File: config.mk
export PLATFORM = sky130hd
export DESIGN_NAME = frame_scrambler
export DESIGN_NICKNAME = d
export VERILOG_FILES = /design/src/rtl/scr_pkg.sv /design/src/rtl/scr_seed_sel.sv /design/src/rtl/scr_lfsr.sv /design/src/rtl/frame_scrambler.sv
export SDC_FILE = /design/constraint.sdc
export NUM_CORES = 1
export LEC_CHECK = 0
export ABC_AREA = 1
export CAP_MARGIN = 5
export CORE_MARGIN = 1.5
export CORE_UTILIZATION = 55
export CTS_CLUSTER_DIAMETER = 150
export DETAILED_ROUTE_END_ITERATION = 6
export GPL_TIMING_DRIVEN = 0
export PLACE_DENSITY = 0.81
export SYNTH_ARGS = -nofsm -noshare
export SYNTH_HDL_FRONTEND = slang
export SYNTH_SLANG_ARGS = --single-unit
File: constraint.sdc
create_clock -name clk -period 2.8 [get_ports clk]
set_input_delay 0.56 -clock clk [delete_from_list [all_inputs] [get_ports clk]]
set_output_delay 0.56 -clock clk [all_outputs]
set_load 0.02 [all_outputs]
File: src/rtl/scr_pkg.sv
package scr_pkg;
  localparam int unsigned SCR_LEN   = 15;
  localparam int unsigned SCR_TAP_A = 14;
  localparam int unsigned SCR_TAP_B = 15;
  localparam int unsigned SCR_ID_W  = 2;

  typedef enum logic {
    DIR_TX = 1'b0,
    DIR_RX = 1'b1
  } scr_dir_e;
endpackage

File: src/rtl/scr_seed_sel.sv
module scr_seed_sel #(
  parameter int unsigned LEN  = scr_pkg::SCR_LEN,
  parameter int unsigned ID_W = scr_pkg::SCR_ID_W
) (
  input  logic            clk,
  input  logic            rst_n,
  input  logic            start,
  input  logic            rx_mode,
  input  logic [ID_W-1:0] rx_id,
  output logic [ID_W-1:0] id_o,
  output logic [LEN-1:0]  seed_o
);
  localparam int unsigned NUM_IDS = 1 << ID_W;

  logic [LEN-1:0]  seed_tbl [NUM_IDS];
  logic [ID_W-1:0] cnt_q, cnt_d;
  logic [ID_W-1:0] id_q, id_d;
  logic [ID_W-1:0] sel_id;

  // seed: identifier in the leftmost bits (stage 1 = bit 0), ones elsewhere
  for (genvar g = 0; g < NUM_IDS; g++) begin : g_tbl
    localparam logic [ID_W-1:0] GID = ID_W'(g);
    for (genvar b = 0; b < LEN; b++) begin : g_bit
      if (b < ID_W) begin : g_id
        assign seed_tbl[g][b] = GID[ID_W-1-b];
      end else begin : g_one
        assign seed_tbl[g][b] = 1'b1;
      end
    end
  end

  always_comb begin
    sel_id = (rx_mode == scr_pkg::DIR_RX) ? rx_id : cnt_q;
    seed_o = seed_tbl[sel_id];
    cnt_d  = cnt_q;
    id_d   = id_q;
    if (start) begin
      id_d = sel_id;
      if (rx_mode == scr_pkg::DIR_TX) begin
        cnt_d = cnt_q + ID_W'(1);
      end
    end
  end

  always_ff @(posedge clk or negedge rst_n) begin
    if (!rst_n) begin
      cnt_q <= '0;
      id_q  <= '0;
    end else if (start) begin
      cnt_q <= cnt_d;
      id_q  <= id_d;
    end
  end

  assign id_o = id_q;

  AST_TX_ID_STEP: assert property (@(posedge clk) disable iff (!rst_n)
    (start && !rx_mode) |=> (id_o == $past(cnt_q)) && (cnt_q == $past(cnt_q) + ID_W'(1)));
  AST_RX_ID_TAKE: assert property (@(posedge clk) disable iff (!rst_n)
    (start && rx_mode) |=> (id_o == $past(rx_id)) && $stable(cnt_q));
  AST_ID_HOLD: assert property (@(posedge clk) disable iff (!rst_n)
    !start |=> $stable(id_o));
endmodule

File: src/rtl/scr_lfsr.sv
module scr_lfsr #(
  parameter int unsigned LEN   = scr_pkg::SCR_LEN,
  parameter int unsigned TAP_A = scr_pkg::SCR_TAP_A,
  parameter int unsigned TAP_B = scr_pkg::SCR_TAP_B
) (
  input  logic           clk,
  input  logic           rst_n,
  input  logic           load,
  input  logic [LEN-1:0] seed,
  input  logic           adv,
  output logic           seq_o
);
  // state[k-1] holds delay stage k
  logic [LEN-1:0] state_q, state_d;
  logic           fb;
  logic           en;

  always_comb begin
    fb      = state_q[TAP_A-1] ^ state_q[TAP_B-1];
    en      = load | adv;
    state_d = state_q;
    if (load) begin
      state_d = seed;
    end else if (adv) begin
      state_d = {state_q[LEN-2:0], fb};
    end
  end

  always_ff @(posedge clk or negedge rst_n) begin
    if (!rst_n) begin
      state_q <= '0;
    end else if (en) begin
      state_q <= state_d;
    end
  end

  assign seq_o = fb;

  AST_LOAD_SEED: assert property (@(posedge clk) disable iff (!rst_n)
    load |=> state_q == $past(seed));
  AST_SHIFT_IN: assert property (@(posedge clk) disable iff (!rst_n)
    (adv && !load) |=> (state_q[0] == $past(seq_o)) && (state_q[LEN-1:1] == $past(state_q[LEN-2:0])));
  AST_HOLD_IDLE: assert property (@(posedge clk) disable iff (!rst_n)
    (!adv && !load) |=> $stable(state_q));
endmodule

File: src/rtl/frame_scrambler.sv
module frame_scrambler #(
  parameter int unsigned LEN   = scr_pkg::SCR_LEN,
  parameter int unsigned TAP_A = scr_pkg::SCR_TAP_A,
  parameter int unsigned TAP_B = scr_pkg::SCR_TAP_B,
  parameter int unsigned ID_W  = scr_pkg::SCR_ID_W
) (
  input  logic            clk,
  input  logic            rst_n,
  input  logic            frame_start,
  input  logic            rx_mode,
  input  logic [ID_W-1:0] rx_seed_id,
  input  logic            bypass,
  input  logic            in_valid,
  output logic            in_ready,
  input  logic            in_data,
  output logic            out_valid,
  input  logic            out_ready,
  output logic            out_data,
  output logic [ID_W-1:0] seed_id_o
);
  logic           rst_meta_q, rst_sync_q;
  logic [LEN-1:0] seed;
  logic           seq_bit;
  logic           fire;
  logic           adv;

  // asynchronous assertion, synchronous release
  always_ff @(posedge clk or negedge rst_n) begin
    if (!rst_n) begin
      rst_meta_q <= 1'b0;
      rst_sync_q <= 1'b0;
    end else begin
      rst_meta_q <= 1'b1;
      rst_sync_q <= rst_meta_q;
    end
  end

  always_comb begin
    in_ready  = out_ready & ~frame_start;
    out_valid = in_valid & ~frame_start;
    fire      = in_valid & in_ready;
    adv       = fire & ~bypass;
    out_data  = bypass ? in_data : (in_data ^ seq_bit);
  end

  scr_seed_sel #(.LEN(LEN), .ID_W(ID_W)) i_seed_sel (
    .clk     (clk),
    .rst_n   (rst_sync_q),
    .start   (frame_start),
    .rx_mode (rx_mode),
    .rx_id   (rx_seed_id),
    .id_o    (seed_id_o),
    .seed_o  (seed)
  );

  scr_lfsr #(.LEN(LEN), .TAP_A(TAP_A), .TAP_B(TAP_B)) i_lfsr (
    .clk   (clk),
    .rst_n (rst_sync_q),
    .load  (frame_start),
    .seed  (seed),
    .adv   (adv),
    .seq_o (seq_bit)
  );

  AST_NO_XFER_ON_START: assert property (@(posedge clk) disable iff (!rst_sync_q)
    frame_start |-> (!in_ready && !out_valid));
  AST_BYPASS_CLEAR: assert property (@(posedge clk) disable iff (!rst_sync_q)
    (bypass && out_valid) |-> (out_data == in_data));
  AST_READY_FOLLOW: assert property (@(posedge clk) disable iff (!rst_sync_q)
    !frame_start |-> (in_ready == out_ready) && (out_valid == in_valid));
endmodule

==> metrics <==
run status complete, no violations; sum of net half-perimeters after detailed placement 1320 um; sequential share of power 56.6%; clock edge transition at the registers on the reported setup and hold paths 0.11 ns; number of nets produced by synthesis 112; drt pass-1 iters 4; share of the clock period used by the worst path 85.4%; via count 723; Most common cell on crit path nand2_1; combinational share of power 22.9%; placed standard-cell area 0.00112 sq mm; number of buffers inserted by port buffering 13; P_int 0.483 mW; reg-to-reg setup timing slack 1.87 ns; Tightest Pin Transition 0.746 ns; compound-gate portion of the synthesized area 12.0%; final max-slew violation count 0; first-pass GRT wire length 2950 um; number of setup buffers added after CTS 0; number of top-level pins 15; grt total ovfl 0; clk buf depth 2; data arrival time of the critical path 1.83 ns; proportion of netlist area held by the largest area contributor 54.0%; leading cell types by count after synthesis nand2_1 (37), dfrtp_1 (21), inv_1 (7), o21ai_0 (7), o21ai_2 (7); minimum clock period after layout 2.39 ns; portion of netlist area occupied by mux cells 0%; series of cell instances along the critical path clkdlybuf4s50_1, inv_2, nand2_1, nand2_1, nand2_1, clkdlybuf4s50_1; final core utilization 68.1%; average cell area after synthesis 9.54 sq um; net switching power 0.198 mW; global placer's final weighted congestion 0.731; max_slew headroom 50.2%; source-to-sink clock delay at the later pin of the worst-skew pair 0.29 ns; core region area 0.00169 sq mm; worst path required time 2.24 ns; synth-to-layout area growth 18.3%; Power Dens Cells 591 mW/mm^2; count of endpoints failing hold in the final timing report 0; total clock sinks 21; startpoint kind of the worst setup timing path primary input; dominant cell by count in the synthesized netlist nand2_1; leakage power 0.555 nW; global-route total usage across every layer 20.4%; leading post-synthesis cells by cell area dfrtp_1 (54%), nand2_1 (14%), o21ai_2 (6.3%), o21ai_0 (3.6%), inv_1 (2.7%); library cells used by synthesis 19; RSZ-0062 raised after global routing no; Clock H-tree levels 1; worst hold-check slack 0.315 ns; fraction of layout cells with a size suffix above 1 15.1%; Syn. warnings 0; sequential-to-total area share from yosys stat 54.0%; # DRC 0; Critical Setup Path Class in -> out; adder-cell share of the synthesized area 0%; Placement Rows 15; floorplan die height 45.1 um; Die Span X 45.1 um; highest cell delay on the worst timing path 0.59 ns; CTS tree yes; Top FF cell, synth dfrtp_1; antenna viol nets, final 0; Yosys top cell by area dfrtp_1; Max VDD drop 0.455 mV; final instance area 0.00115 sq mm; Hold Crit Class reg -> async; parity-gate share of the synthesized area counting xor and xnor cells 1.80%; Initial Utilization 57.6%; number of enable-type register cells in the synthesized netlist 0; routed length per placed instance 13.0 um; async set-reset flop share out of synthesis 100%; Resized cells post-CTS 0; largest fanout on the critical path 3; vias in the first global route 698; number of antenna violations at the first check in global routing 0; clk root buf clkbuf_4; area enclosed by the die boundary 0.00203 sq mm; worst clock skew 0.00149 ns; vias per cell 5.32; max-cap viol count 0; ant diodes 0; category of the worst setup path capture point primary output; count of mapped cells out of synthesis 102; Yosys reg bits 21; total detailed-routing wirelength 1770 um; Max stage delay cell, worst path clkdlybuf4s50_1; Setup Viol. Count Final 0; setup TNS after final layout 0 ns; maximum number of pins on one net before global-route repair 20; number of design-rule violations left by the first detailed-router iteration 3; hold-fix buffer count after cts 0; fmax 0.418 GHz; number of buffers added by the clock tree synthesis step 3; cell count after placement 132; switching power as a share of total power 29.1%; net count reported at finish 130; simple-gate share of the synthesized area 22.9%; dominant combinational cell family by area after synthesis simple AND/OR/NAND/NOR gates; count of placed standard cells in the final layout, fillers left out 136; mapped cell area 973 sq um; share of power burned in the clock network 20.5%
path summary, 6_finish.rpt:
check | from | end | cells after the start
max | bypass | out_data | 6
min | rst_sync_q | i_lfsr.state_q[8] | 0
max reg2reg | i_lfsr.state_q[13] | i_lfsr.state_q[0] | 6
min reg2reg | rst_sync_q | i_lfsr.state_q[8] | 0
max in group asynchronous | rst_sync_q | i_seed_sel.id_o[0] | 0
min in group clk | rst_meta_q | rst_sync_q | 0
critical path: cells and delay by family:
family | cells | cell delay (ns)
simple gates | 3 | 0.15
buf+inv | 3 | 1.12
power groups by stage:
stage	sequential (mW)	combinational, mW	clock (mW)
after global placement	0.388	0.151	0
after detailed placement	0.392	0.156	0
after CTS	0.386	0.158	0.145
after floorplan	0.393	0.0968	0
after global routing	0.390	0.174	0.157
final	0.385	0.156	0.139
placed cells by master, fill, tap and decap left out, drive strengths merged, types with 2 or more instances in the layout:
master / instances
nor2: 2
xnor2: 2
inv: 10
clkbuf: 4
nand2: 38
buf: 3
o211ai: 2
clkdlybuf4s50: 13
dfrtp: 21
nand3: 6
o21ai: 15
registers in the layout, summed over array words and instances (netlist names):
signal and count:
i_lfsr.state_q 15, i_seed_sel.cnt_q 2, i_seed_sel.id_o 2, rst_meta_q 1, rst_sync_q 1
cells by family (layout without fill, tap and decap cells):
| kind of cell | after synthesis | in the layout |
|---|---|---|
| other | 1 | 1 |
| AO/OA/AOI/OAI | 17 | 17 |
| AND/OR/NAND/NOR | 48 | 48 |
| flip-flops | 21 | 21 |
| XOR/XNOR | 2 | 2 |
| buffers and inverters | 13 | 30 |
area by class of cell:
| class | count | area [sq um] |
|---|---|---|
| repair buffers | 13 | 130 |
| plain buffers | 3 | 42.5 |
| flip-flops and latches | 21 | 526 |
| multi-input cells | 68 | 360 |
| clock buffers | 4 | 26.3 |
| fillers | 146 | 538 |
| inverters | 10 | 45.0 |
| well taps | 17 | 21.3 |
through the flow:
stage               worst slack [ns]  total power [mW]
floorplan                       1.12             0.490
global placement               0.421             0.539
detailed placement             0.406             0.548
CTS                            0.404             0.689
global route                   0.340             0.721
finish                         0.410             0.681
layer usage:
| metal | track usage, % | vias to the layer above | wire length [um] |
|---|---|---|---|
| li1 | - | 357 | - |
| met1 | 25.7 | 347 | 747 |
| met3 | 3.20 | 2 | 59 |
| met5 | 0 | - | 0 |
| met4 | 10.6 | 0 | 12 |
| met2 | 34.0 | 17 | 954 |
Power figures use the tool's default switching activity.
